<file path="src/rtl/inject_seq_pkg.sv">
package inject_seq_pkg;

   typedef enum logic [1:0] {
      SQ_IDLE = 2'd0,
      SQ_WAIT = 2'd1,
      SQ_HOLD = 2'd2
   } sq_state_e;

endpackage

</file>
<file path="src/rtl/inject_token_split.sv">
module inject_token_split #(
   parameter int TOK_W  = 64,
   parameter int CMD_W  = 8,
   parameter int TS_W   = 16,
   parameter int WORD_W = 32
) (
   input  logic [TOK_W-1:0]  tok_i,
   output logic [CMD_W-1:0]  cmd_o,
   output logic [TS_W-1:0]   ts_o,
   output logic [WORD_W-1:0] word_o,
   output logic              is_cmd_o,
   output logic              is_short_o
);
   localparam int WORD_LO = 0;
   localparam int TS_LO   = WORD_LO + WORD_W;
   localparam int CMD_LO  = TS_LO + TS_W;
   localparam int USED_W  = CMD_LO + CMD_W;

   if (USED_W > TOK_W) begin : g_bad_width
      $error("token too narrow for its fields");
   end
   if (WORD_W < 2) begin : g_bad_word
      $error("instruction word needs at least two bits");
   end

   assign word_o     = tok_i[WORD_LO +: WORD_W];
   assign ts_o       = tok_i[TS_LO +: TS_W];
   assign cmd_o      = tok_i[CMD_LO +: CMD_W];
   assign is_cmd_o   = |cmd_o;
   assign is_short_o = (word_o[1:0] != 2'b11);
endmodule

</file>
<file path="src/rtl/inject_delay_timer.sv">
module inject_delay_timer #(
   parameter int CNT_W = 16
) (
   input  logic             clk,
   input  logic             rst_n,
   input  logic             load_i,
   input  logic [CNT_W-1:0] load_val_i,
   output logic             busy_o,
   output logic             done_o
);
   localparam logic [CNT_W-1:0] ONE = CNT_W'(1);

   if (CNT_W < 1) begin : g_bad_cnt
      $error("counter width must be positive");
   end

   logic [CNT_W-1:0] cnt_q;

   always_ff @(posedge clk) begin
      if (!rst_n) begin
         cnt_q <= '0;
      end else if (load_i) begin
         cnt_q <= load_val_i;
      end else if (cnt_q != '0) begin
         cnt_q <= cnt_q - ONE;
      end
   end

   assign busy_o = (cnt_q != '0);
   assign done_o = (cnt_q == ONE);

   // a new delay is only started once the previous one has run out
   a_r3_load_when_idle : assert property (@(posedge clk) disable iff (!rst_n)
      load_i |-> (cnt_q == '0));
   // a loaded nonzero delay counts down by exactly one per cycle
   a_r3_counts_down : assert property (@(posedge clk) disable iff (!rst_n)
      (busy_o && !load_i) |=> (cnt_q == $past(cnt_q) - ONE));
endmodule

</file>
<file path="src/rtl/inject_sequencer.sv">
module inject_sequencer
   import inject_seq_pkg::*;
#(
   parameter int TOK_W        = 64,
   parameter int CMD_W        = 8,
   parameter int TS_W         = 16,
   parameter int WORD_W       = 32,
   parameter bit ALLOW_BYPASS = 1'b1
) (
   input  logic              clk,
   input  logic              rst_n,
   input  logic              tok_valid_i,
   output logic              tok_ready_o,
   input  logic [TOK_W-1:0]  tok_data_i,
   input  logic              bypass_i,
   output logic              issue_valid_o,
   input  logic              issue_ready_i,
   output logic [WORD_W-1:0] issue_word_o,
   output logic              issue_short_o,
   output logic              cmd_pulse_o,
   output logic [CMD_W-1:0]  cmd_code_o
);
   localparam int CMD_LO = WORD_W + TS_W;

   sq_state_e         state_q, state_d;
   logic [CMD_W-1:0]  f_cmd;
   logic [TS_W-1:0]   f_ts;
   logic [WORD_W-1:0] f_word;
   logic              f_is_cmd, f_is_short;
   logic [TS_W-1:0]   prev_ts_q, delta;
   logic              accept, take_insn, skip_wait, timer_load, timer_busy, timer_done;
   logic [WORD_W-1:0] word_q;
   logic              short_q;
   logic              pulse_q;
   logic [CMD_W-1:0]  code_q;

   inject_token_split #(
      .TOK_W(TOK_W), .CMD_W(CMD_W), .TS_W(TS_W), .WORD_W(WORD_W)
   ) u_split (
      .tok_i     (tok_data_i),
      .cmd_o     (f_cmd),
      .ts_o      (f_ts),
      .word_o    (f_word),
      .is_cmd_o  (f_is_cmd),
      .is_short_o(f_is_short)
   );

   assign tok_ready_o = (state_q == SQ_IDLE);
   assign accept      = tok_valid_i & tok_ready_o;
   assign take_insn   = accept & ~f_is_cmd;
   assign delta       = f_ts - prev_ts_q;

   if (ALLOW_BYPASS) begin : g_bypass
      assign skip_wait = bypass_i | (delta == '0);
   end else begin : g_timed_only
      assign skip_wait = (delta == '0);
   end

   assign timer_load = take_insn & ~skip_wait;

   inject_delay_timer #(.CNT_W(TS_W)) u_timer (
      .clk       (clk),
      .rst_n     (rst_n),
      .load_i    (timer_load),
      .load_val_i(delta),
      .busy_o    (timer_busy),
      .done_o    (timer_done)
   );

   always_comb begin
      state_d = state_q;
      unique case (state_q)
         SQ_IDLE: if (take_insn) state_d = skip_wait ? SQ_HOLD : SQ_WAIT;
         SQ_WAIT: if (timer_done) state_d = SQ_HOLD;
         SQ_HOLD: if (issue_ready_i) state_d = SQ_IDLE;
         default: state_d = SQ_IDLE;
      endcase
   end

   always_ff @(posedge clk) begin
      if (!rst_n) begin
         state_q   <= SQ_IDLE;
         prev_ts_q <= '0;
         word_q    <= '0;
         short_q   <= 1'b0;
         pulse_q   <= 1'b0;
         code_q    <= '0;
      end else begin
         state_q <= state_d;
         pulse_q <= accept & f_is_cmd;
         if (accept) prev_ts_q <= f_ts;
         if (take_insn) begin
            word_q  <= f_word;
            short_q <= f_is_short;
         end
         if (accept & f_is_cmd) code_q <= f_cmd;
      end
   end

   assign issue_valid_o = (state_q == SQ_HOLD);
   assign issue_word_o  = word_q;
   assign issue_short_o = short_q;
   assign cmd_pulse_o   = pulse_q;
   assign cmd_code_o    = code_q;

   // a presented word is neither dropped nor changed while stalled
   a_r9_hold_until_taken : assert property (@(posedge clk) disable iff (!rst_n)
      (issue_valid_o && !issue_ready_i) |=> (issue_valid_o && $stable(issue_word_o)));
   // a pulse only follows the acceptance of a command token
   a_r2_pulse_from_cmd : assert property (@(posedge clk) disable iff (!rst_n)
      cmd_pulse_o |-> $past(tok_valid_i && tok_ready_o && (tok_data_i[CMD_LO +: CMD_W] != '0)));
   // a command token never starts an issue
   a_r2_cmd_no_issue : assert property (@(posedge clk) disable iff (!rst_n)
      (tok_valid_i && tok_ready_o && (tok_data_i[CMD_LO +: CMD_W] != '0)) |=> !issue_valid_o);
   // input is closed while the delay counter runs
   a_r8_closed_in_wait : assert property (@(posedge clk) disable iff (!rst_n)
      timer_busy |-> !tok_ready_o);
   // bypassed instruction is presented on the next cycle
   a_r7_bypass_next : assert property (@(posedge clk) disable iff (!rst_n)
      (ALLOW_BYPASS && tok_valid_i && tok_ready_o && bypass_i
       && (tok_data_i[CMD_LO +: CMD_W] == '0)) |=> issue_valid_o);
endmodule

</file>
<file path="config.mk">
export PLATFORM = sky130hd
export DESIGN_NAME = inject_sequencer
export DESIGN_NICKNAME = d
export VERILOG_FILES = /design/src/rtl/inject_seq_pkg.sv /design/src/rtl/inject_token_split.sv /design/src/rtl/inject_delay_timer.sv /design/src/rtl/inject_sequencer.sv
export SDC_FILE = /design/constraint.sdc
export NUM_CORES = 1
export LEC_CHECK = 0
export BUFFER_PORTS_ARGS = -buffer_cell sky130_fd_sc_hd__clkbuf_2
export CAP_MARGIN = 0
export CORE_UTILIZATION = 55
export CTS_CLUSTER_DIAMETER = 200
export CTS_CLUSTER_SIZE = 16
export DETAILED_ROUTE_END_ITERATION = 7
export PLACE_DENSITY = 0.88
export SLEW_MARGIN = 0
export SYNTH_ARGS = -nofsm -noshare
export SYNTH_HDL_FRONTEND = slang
export SYNTH_HIERARCHICAL = 1
export SYNTH_SLANG_ARGS = --single-unit
</file>
<file path="constraint.sdc">
create_clock -name clk -period 6.8 [get_ports clk]
set_clock_uncertainty 0.1 [all_clocks]
set_input_delay 1.02 -clock clk [delete_from_list [all_inputs] [get_ports clk]]
set_output_delay 1.02 -clock clk [all_outputs]
set_load 0.05 [all_outputs]
</file>
==> impl_metrics.csv, run 1 <==
group,metric,value,unit
clocking,root_buffer,"clkbuf_8",
grt,largest_net_degree_at_the_start_of_global_routing,75,
place,numPlacedInstances,708,
outcome,status,"completed",
yosys,netlist_instances,576,
worst_setup_path,cp.required,6.92,ns
layout,layout_commonest_cell,"nand2_1",
timing,finalHoldWorstSlack,0.364,ns
route,post_drt_wl_per_cell,13.4,µm
worst_setup_path,rr_startpoint,"prev_ts_q[0]",
route,detailedRoute.firstIterationViolations,199,
yosys,seq_area_frac_synth,33.0,%
layout,synthToLayoutAreaGrowth,7.44,%
timing,finalWorstSetupSlack,2.27,ns
route,first_pass_iters,4,
min_path,min-delay-path-class,"reg2reg",
place,finalWeightedCongestion,0.864,
power_and_ir_drop,pwr-share-clk,27.7,%
yosys,synthesis.area_per_instance,8.00,µm²
worst_setup_path,timing.reg2reg.setup_slack,2.78,ns
clocking,post_cts_setup_buffer_count,0,
power_and_ir_drop,leak,0.00207,µW
power_and_ir_drop,intPower,820,µW
worst_setup_path,path_max_fanout,11,
layout,final_cell_mix,"nand2_1, clkbuf_2, dfxtp_1",
layout,final_net_count,701,
timing,rsz0062_at_grt,"no",
clocking,cts_buffer_depth,2,
die,die_h,93.5,µm
clocking,hold_buffers,0,
layout,n_antenna_cell,0,
timing,tightestPinTransition,1.31,ns
die,die_area,0.00875,mm²
timing,setup-tns-final,0,ns
clocking,cts-htree-levels,3,
place,dp_hpwl,6950,µm
clocking,clk_latency,0.35,ns
min_path,hold_path_cell_cnt,2,
timing,number_of_max_slew_violations_in_the_final_report,0,
yosys,asyncSetResetFlopFracSynth,0,%
clocking,count_of_clock_tree_sinks,76,
die,coreArea,0.00818,mm²
yosys,total_nets_after_synthesis,663,
power_and_ir_drop,power.total,1270,µW
clocking,clock_tree_from_tritoncts,"built",
route,drc,0,
clocking,cts-buffers-inserted,9,
worst_setup_path,cell_with_the_largest_stage_delay_on_the_worst_path,"nor3b_2",
worst_setup_path,buffering_stage_count_on_the_worst_path_with_inverters_included,3,
yosys,synth.yosys.warnings,6,
timing,final_min_period_over_clock_period,66.7,%
die,floorplan.rows,33,
worst_setup_path,path_cells,"clkbuf_2 > inv_1 > ha_1 > fa_1 > and2b_4 > o211ai_2 > a31oi_2 > o21a_1 > xor2_1 > nor2_1 > nand4_1 > nor3b_2 > clkinv_1 > o211ai_2 > o21ai_0",
clocking,worst_setup_hold_path_clk_slew,0.09,ns
grt,antenna_found_initial,0,
place,port-buffer-count,104,
yosys,synth_flop_cell,"dfxtp_1",
grt,global_route.overflow_total,0,
route,viasPerCell,5.33,
power_and_ir_drop,power_density,256,mW/mm²
power_and_ir_drop,net-switching-power,448,µW
power_and_ir_drop,pwr-share-comb,31.2,%
min_path,hold_start,"issue_word_o[19]",
grt,grt.total_usage,22.9,%
yosys,ys_ff_latch,76,
power_and_ir_drop,share_seq_of_total_power,41.0,%
route,ant_nets,0,
die,initial_utilization,56.4,%
timing,fmaxAchievable,221,MHz
worst_setup_path,r2r.worst_path.cells,13,
worst_setup_path,critical_path.endpoint_type,"flip-flop",
worst_setup_path,cpPeakStageDelay,0.60,ns
worst_setup_path,cp-start-kind,"input pin",
power_and_ir_drop,vdd.ir_drop.worst,0.145,mV
worst_setup_path,timing_worst_setup_path_type,"in2reg",
layout,finish.cell_count_without_fillers,724,
yosys,number_of_enable_type_register_cells_in_the_synthesized_netlist,0,
timing,final-setup-viol-count,0,
grt,grt_pass1_wl,16100,µm
yosys,mappedNetlistArea,0.00461,mm²
timing,hold_violations,0,
flow_run,drv_cap,0,
die,ioPinCount,113,
timing,slew_headroom,12.7,%
route,num_vias,3860,
power_and_ir_drop,netSwitchingFraction,35.3,%
worst_setup_path,cp_common_cell,"o211ai_2",
layout,post_route_cells_drive_above_1_share,23.3,%
worst_setup_path,worstReg2RegEnd,"u_timer/cnt_q[8]",
worst_setup_path,timing.critical_path.max_delay_family,"simple AND/OR/NAND/NOR gates",
min_path,holdPathEnd,"issue_word_o[19]",
die,die-width,93.5,µm
place,placement.setup.worst_slack,1.97,ns
grt,first_global_vias,3787,
worst_setup_path,worst_ep_arrival_time,4.65,ns
yosys,synth.lib_cells_used.distinct,67,
route,drt-total-wl,9700,µm
clocking,cts_repair_resize_count,0,
timing,timing.final.crit_period,4.53,ns
[area by class of cell]
type,instances,area (µm²)
fillers,712,3220
repair buffers,106,536
clock inverters,6,72.6
well taps,105,131
flip-flops and latches,76,1520
multi-input cells,393,2460
clock buffers,10,128
inverters,28,105
[registers in the layout (all words and copies together), names as in the netlist]
register / cells
issue_word_o: 32
prev_ts_q: 16
u_timer/cnt_q: 16
cmd_code_o: 8
state_q: 2
cmd_pulse_o: 1
issue_short_o: 1
[tightest hold or removal path, stage by stage (launching register included)]
cell	delay, ns
dfxtp_1	0.31
nand2_1	0.04
a21boi_0	0.06
[how the worst max path moves through the flow]
stage                        start          endpoint  slack, ns  depth (start not counted)
detailed placement  tok_data_i[32]  u_timer/cnt_q[8]       1.97                         15
floorplan           tok_data_i[32]  u_timer/cnt_q[7]       2.93                         17
global route        tok_data_i[32]  u_timer/cnt_q[8]       1.91                         15
finish              tok_data_i[32]  u_timer/cnt_q[8]       2.27                         15
CTS                 tok_data_i[32]  u_timer/cnt_q[8]       2.28                         15
global placement    tok_data_i[32]  u_timer/cnt_q[6]       2.07                         15
[layer usage]
layer  routed length [µm]  part of all wire (%)  GRT usage, %
met1                 4260                    44          26.7
met2                 4750                    49          39.6
met3                  543                   5.6          6.99
met4                  135                   1.4          7.69
met5                    0                     0             0
[Yosys cell counts (3+ instances only)]
| master | count | area, µm² |
|---|---|---|
| nand2_1 | 141 | 529 |
| and2_1 | 4 | 25.0 |
| o31ai_1 | 3 | 22.5 |
| a21o_1 | 5 | 37.5 |
| o211ai_2 | 4 | 50.1 |
| nor3_1 | 3 | 15.0 |
| a31oi_1 | 4 | 25.0 |
| o211ai_1 | 4 | 30.0 |
| clkbuf_1 | 13 | 48.8 |
| a21oi_1 | 9 | 45.0 |
| nand4_1 | 7 | 43.8 |
| dfxtp_1 | 76 | 1520 |
| buf_4 | 56 | 420 |
| a31oi_2 | 3 | 37.5 |
| and3_1 | 6 | 37.5 |
| inv_1 | 27 | 101 |
| buf_1 | 4 | 15.0 |
| nor2b_1 | 4 | 25.0 |
| nor2_1 | 22 | 82.6 |
| o21ai_1 | 3 | 15.0 |
| nor4_1 | 7 | 43.8 |
| buf_2 | 3 | 15.0 |
| o21ai_0 | 17 | 85.1 |
| ha_1 | 17 | 213 |
| nand2b_1 | 4 | 25.0 |
| nand3_1 | 8 | 40.0 |
| xnor2_1 | 7 | 61.3 |
| a21boi_0 | 58 | 435 |
| xor2_1 | 14 | 123 |
[per-stage QoR]
step | instance area, µm² | util (%)
2_1_floorplan | 4610 | -
3_3_place_gp | 4750 | 58.1
3_5_place_dp | 4750 | 58.1
4_1_cts | 4950 | 60.6
5_1_grt | 4950 | 60.6
6_report | 4950 | 60.6
[cell families (layout without fill, tap and decap cells)]
kind of cell	after synthesis	in the layout	share of synthesized area [%]
and+or+nand+nor	223	223	22.4
muxes	1	1	0.244
xor gates and xnor gates	22	22	4.34
DFF	76	76	33.0
buffers and inverters	107	150	13.7
adders and majority gates	18	18	5.05
AOI/OAI and AO/OA	129	129	21.2
[power by group through the flow]
stage | clock [µW] | combinational, µW | sequential, µW
floorplan | 0 | 316 | 533
global placement | 0 | 369 | 527
detailed placement | 0 | 385 | 530
CTS | 359 | 391 | 519
global route | 382 | 433 | 525
finish | 352 | 396 | 520
(Power assumes the default switching activity.)
==> run 2, diff against run 1 <==
- CORE_UTILIZATION: 55 -> 54
- PLACE_DENSITY: 0.88 -> 0.87
- clock period: 6.8 -> 4.4 ns (I/O delays scaled with it)
==> impl_metrics.csv, run 2 (same netlist as run 1, synthesis figures left out) <==
group,metric,value,unit
outcome,status,"completed",
power_and_ir_drop,pwr-share-clk,28.0,%
clocking,worst_setup_hold_path_clk_slew,0.09,ns
route,post_drt_wl_per_cell,13.3,µm
clocking,count_of_clock_tree_sinks,76,
die,coreArea,0.00822,mm²
place,finalWeightedCongestion,0.886,
worst_setup_path,cpPeakStageDelay,0.41,ns
worst_setup_path,path_cells,"clkbuf_2 > inv_1 > ha_1 > fa_1 > and2b_4 > o211ai_2 > a31oi_2 > o21a_1 > xor2_1 > nor2_1 > nand4_1 > nor3b_2 > clkinv_1 > o211ai_2 > o21ai_0",
die,initial_utilization,56.1,%
power_and_ir_drop,leak,0.00208,µW
route,viasPerCell,5.43,
clocking,hold_buffers,0,
worst_setup_path,cell_with_the_largest_stage_delay_on_the_worst_path,"fa_1",
place,port-buffer-count,104,
min_path,min-delay-path-class,"reg2reg",
route,drt-total-wl,9650,µm
power_and_ir_drop,power_density,395,mW/mm²
grt,largest_net_degree_at_the_start_of_global_routing,40,
power_and_ir_drop,vdd.ir_drop.worst,0.335,mV
worst_setup_path,timing_worst_setup_path_type,"in2reg",
die,die_area,0.00891,mm²
layout,largest_register_ff_count,32,
power_and_ir_drop,intPower,1280,µW
clocking,cts-htree-levels,3,
layout,n_antenna_cell,0,
clocking,cts_repair_resize_count,0,
timing,setup-tns-final,0,ns
power_and_ir_drop,netSwitchingFraction,34.6,%
worst_setup_path,cp-start-kind,"input pin",
clocking,post_cts_setup_buffer_count,0,
worst_setup_path,worst_ep_arrival_time,3.72,ns
route,drc,0,
timing,fmaxAchievable,276,MHz
grt,grt_pass1_wl,16200,µm
die,die_h,94.4,µm
layout,synthToLayoutAreaGrowth,7.77,%
timing,final-setup-viol-count,0,
timing,finalWorstSetupSlack,0.783,ns
layout,finish.cell_count_without_fillers,725,
worst_setup_path,critical_path.endpoint_type,"flip-flop",
place,dp_hpwl,7180,µm
power_and_ir_drop,pwr-share-comb,30.9,%
worst_setup_path,cp.required,4.50,ns
layout,final_net_count,702,
layout,fillerInstances,706,
grt,grt.total_usage,22.5,%
timing,rsz0062_at_grt,"no",
layout,post_route_cells_drive_above_1_share,23.5,%
clocking,cts-buffers-inserted,9,
layout,finalCoreUtilization,60.4,%
die,die-width,94.4,µm
clocking,clock_tree_from_tritoncts,"built",
worst_setup_path,timing.critical_path.max_delay_family,"compound AO/OA/AOI/OAI gates",
grt,global_route.overflow_total,0,
grt,first_global_vias,3864,
clocking,cts_buffer_depth,2,
die,ioPinCount,113,
worst_setup_path,cp_common_cell,"o211ai_2",
flow_run,drv_cap,0,
place,placement.setup.worst_slack,0.457,ns
route,num_vias,3939,
timing,number_of_max_slew_violations_in_the_final_report,0,
power_and_ir_drop,net-switching-power,679,µW
place,numPlacedInstances,709,
die,floorplan.rows,33,
timing,hold_violations,0,
layout,final_cell_mix,"nand2_1, clkbuf_2, dfxtp_1",
timing,final_min_period_over_clock_period,82.2,%
timing,slew_headroom,14.7,%
worst_setup_path,buffering_stage_count_on_the_worst_path_with_inverters_included,3,
clocking,clk_latency,0.34,ns
route,first_pass_iters,4,
grt,antenna_found_initial,0,
route,ant_nets,0,
power_and_ir_drop,share_seq_of_total_power,41.1,%
timing,tightestPinTransition,1.28,ns
clocking,root_buffer,"clkbuf_8",
layout,layout_commonest_cell,"nand2_1",
worst_setup_path,path_max_fanout,9,
timing,timing.final.crit_period,3.62,ns
route,detailedRoute.firstIterationViolations,141,
[run 2: worst paths after layout]
check	depth (start not counted)	slack [ns]	from	end
hold reg to reg	2	0.37	issue_word_o[5]	issue_word_o[5]
hold / removal	2	0.37	issue_word_o[5]	issue_word_o[5]
setup reg to reg	13	0.92	prev_ts_q[0]	u_timer/cnt_q[8]
setup / recovery	15	0.78	tok_data_i[32]	u_timer/cnt_q[8]
[run 2: worst reg2reg max path, delay by kind of cell (launching register included)]
kind	cells	cell delay, ns
compound gates	5	1.01
flops	1	0.32
fa+ha+maj	2	0.61
simple gates	4	0.79
xor+xnor	1	0.24
buf+inv	1	0.28
[run 2: layout make-up]
class                           instances  area [µm²]  area share [%]
Tap cell                              105         131            2.65
Clock inverter                          6        70.1            1.41
Inverter                               28         105            2.12
Multi-Input combinational cell        393        2460            49.5
Clock buffer                           10         138            2.77
Timing Repair Buffer                  107         543            10.9
Sequential cell                        76        1520            30.6
[run 2: stage by stage]
step	power (µW)	area, µm²	hold slack (ns)
after global routing	2080	4970	0.380
after floorplan	1310	4610	0.343
after global placement	1390	4760	0.349
after CTS	1970	4970	0.368
final	1960	4970	0.366
after detailed placement	1420	4760	0.355
[run 2: power groups by stage]
| stage | Combinational, µW | Clock [µW] | Sequential (µW) |
|---|---|---|---|
| 6_report | 606 | 549 | 806 |
| 3_5_place_dp | 598 | 0 | 820 |
| 4_1_cts | 602 | 562 | 804 |
| 3_3_place_gp | 572 | 0 | 814 |
| 2_1_floorplan | 488 | 0 | 823 |
| 5_1_grt | 669 | 591 | 815 |
[run 2: metal layers]
metal	share of wire [%]	GRT usage [%]	vias up
li1	-	-	1976
met1	43	25.9	1847
met2	49	39.4	101
met3	6.6	6.84	15
met4	1.4	7.82	0
met5	0	0	-
==> run 3, diff against run 2 <==
- clock period: 4.4 -> 3.6 ns (I/O delays scaled with it)
==> impl_metrics.csv, run 3 (same netlist as run 1, synthesis figures left out) <==
group,metric,value,unit
outcome,status,"completed",
power_and_ir_drop,pwr-share-comb,30.7,%
timing,slew_headroom,41.2,%
route,post_drt_wl_per_cell,13.4,µm
layout,fillerInstances,709,
grt,grt_pass1_wl,15800,µm
die,die_area,0.00891,mm²
grt,global_route.overflow_total,0,
clocking,cts-buffers-inserted,9,
worst_setup_path,path_max_fanout,6,
clocking,count_of_clock_tree_sinks,76,
layout,post_route_cells_drive_above_1_share,24.9,%
power_and_ir_drop,share_seq_of_total_power,39.6,%
grt,grt.total_usage,22.4,%
layout,finish.cell_count_without_fillers,732,
route,first_pass_iters,5,
worst_setup_path,worst_ep_arrival_time,3.50,ns
worst_setup_path,worstReg2RegEnd,"u_timer/cnt_q[0]",
timing,final-setup-viol-count,0,
die,initial_utilization,56.1,%
timing,fmaxAchievable,296,MHz
route,drt-total-wl,9830,µm
timing,final_min_period_over_clock_period,93.8,%
die,floorplan.rows,33,
layout,n_antenna_cell,0,
place,placement.setup.worst_slack,-0.146,ns
power_and_ir_drop,leak,0.00212,µW
grt,antenna_found_initial,0,
timing,tightestPinTransition,0.874,ns
timing,number_of_max_slew_violations_in_the_final_report,0,
route,viasPerCell,5.43,
die,ioPinCount,113,
power_and_ir_drop,vdd.ir_drop.worst,0.280,mV
power_and_ir_drop,power_density,491,mW/mm²
place,postPlaceCellArea,0.00481,mm²
place,finalWeightedCongestion,0.895,
min_path,min-delay-path-class,"in2reg",
power_and_ir_drop,intPower,1630,µW
clocking,post_cts_setup_buffer_count,0,
route,detailedRoute.firstIterationViolations,207,
clocking,cts-htree-levels,3,
power_and_ir_drop,power.total,2480,µW
worst_setup_path,rr_startpoint,"prev_ts_q[0]",
clocking,clock_tree_from_tritoncts,"built",
clocking,worst_setup_hold_path_clk_slew,0.08,ns
layout,finalCoreUtilization,61.4,%
worst_setup_path,timing_worst_setup_path_type,"in2reg",
layout,layout_commonest_cell,"nand2_1",
worst_setup_path,r2r.worst_path.cells,14,
clocking,cts_buffer_depth,2,
layout,largest_register_ff_count,32,
worst_setup_path,cp-start-kind,"input pin",
clocking,root_buffer,"clkbuf_8",
timing,finalWorstSetupSlack,0.223,ns
power_and_ir_drop,netSwitchingFraction,34.4,%
grt,first_global_vias,3744,
grt,largest_net_degree_at_the_start_of_global_routing,55,
min_path,hold_start,"tok_data_i[20]",
timing,rsz0062_at_grt,"no",
die,coreArea,0.00822,mm²
place,numPlacedInstances,716,
layout,synthToLayoutAreaGrowth,9.53,%
route,num_vias,3975,
place,port-buffer-count,104,
power_and_ir_drop,net-switching-power,854,µW
route,ant_nets,0,
die,die_h,94.4,µm
flow_run,drv_cap,0,
die,die-width,94.4,µm
layout,final_net_count,709,
route,drc,0,
worst_setup_path,critical_path.endpoint_type,"flip-flop",
timing,timing.final.crit_period,3.38,ns
timing,hold_violations,0,
place,dp_hpwl,7140,µm
worst_setup_path,cp.required,3.72,ns
layout,final_cell_mix,"nand2_1, clkbuf_2, dfxtp_1",
power_and_ir_drop,pwr-share-clk,29.7,%
worst_setup_path,timing.reg2reg.setup_slack,0.23,ns
worst_setup_path,startpoint,"tok_data_i[32]",
layout,final_area,0.00505,mm²
min_path,hold_path_cell_cnt,3,
clocking,clk_latency,0.36,ns
min_path,holdPathEnd,"issue_word_o[20]",
[run 3: cell type report]
| class | count | area [µm²] | share of cell area [%] |
|---|---|---|---|
| inverters | 28 | 105 | 2.08 |
| clock buffers | 9 | 124 | 2.45 |
| clock inverters | 7 | 98.8 | 1.96 |
| well taps | 105 | 131 | 2.60 |
| repair buffers | 114 | 596 | 11.8 |
| flip-flops and latches | 76 | 1520 | 30.1 |
| multi-input cells | 393 | 2470 | 49.0 |
[run 3: worst max path at each step]
stage | end | cells after the start
5_1_grt | u_timer/cnt_q[11] | 13
2_1_floorplan | u_timer/cnt_q[7] | 17
4_1_cts | u_timer/cnt_q[15] | 16
6_report | u_timer/cnt_q[0] | 16
3_5_place_dp | u_timer/cnt_q[11] | 16
3_3_place_gp | u_timer/cnt_q[11] | 16
[run 3: layer usage]
layer  routed length [µm]  track usage (%)
met5                    0                0
met4                  187             8.59
met3                  692             7.00
met2                 4830             38.9
met1                 4120             25.4
[run 3: worst max-delay path, stage by stage]
cell       delay (ns)
clkbuf_2         0.09
inv_1            0.05
ha_1             0.23
fa_1             0.41
and2b_4          0.29
o211ai_2         0.11
a31oi_2          0.23
o21a_1           0.20
xor2_1           0.22
nor2_1           0.07
nand4_1          0.17
nor3b_2          0.24
clkinv_1         0.23
buf_4            0.21
o2111ai_1        0.08
o211ai_1         0.12
[run 3: power by group through the flow]
stage	registers [µW]	clock network, µW	logic (µW)
2_1_floorplan	1010	0	597
3_3_place_gp	995	0	708
3_5_place_dp	1000	0	738
4_1_cts	981	748	743
5_1_grt	991	791	833
6_report	983	736	761
[run 3: stage by stage]
step                      hold slack (ns)  setup TNS (ns)
after detailed placement            0.360           -1.35
after global routing                0.305               0
after floorplan                     0.343               0
after CTS                           0.308               0
final                               0.311               0
after global placement              0.350       -0.000104
[run 3: timing repair]
action,4_1_cts,5_1_grt
resized for setup,0,3
endpoints found under the setup margin,0,1
hold buffers,0,0
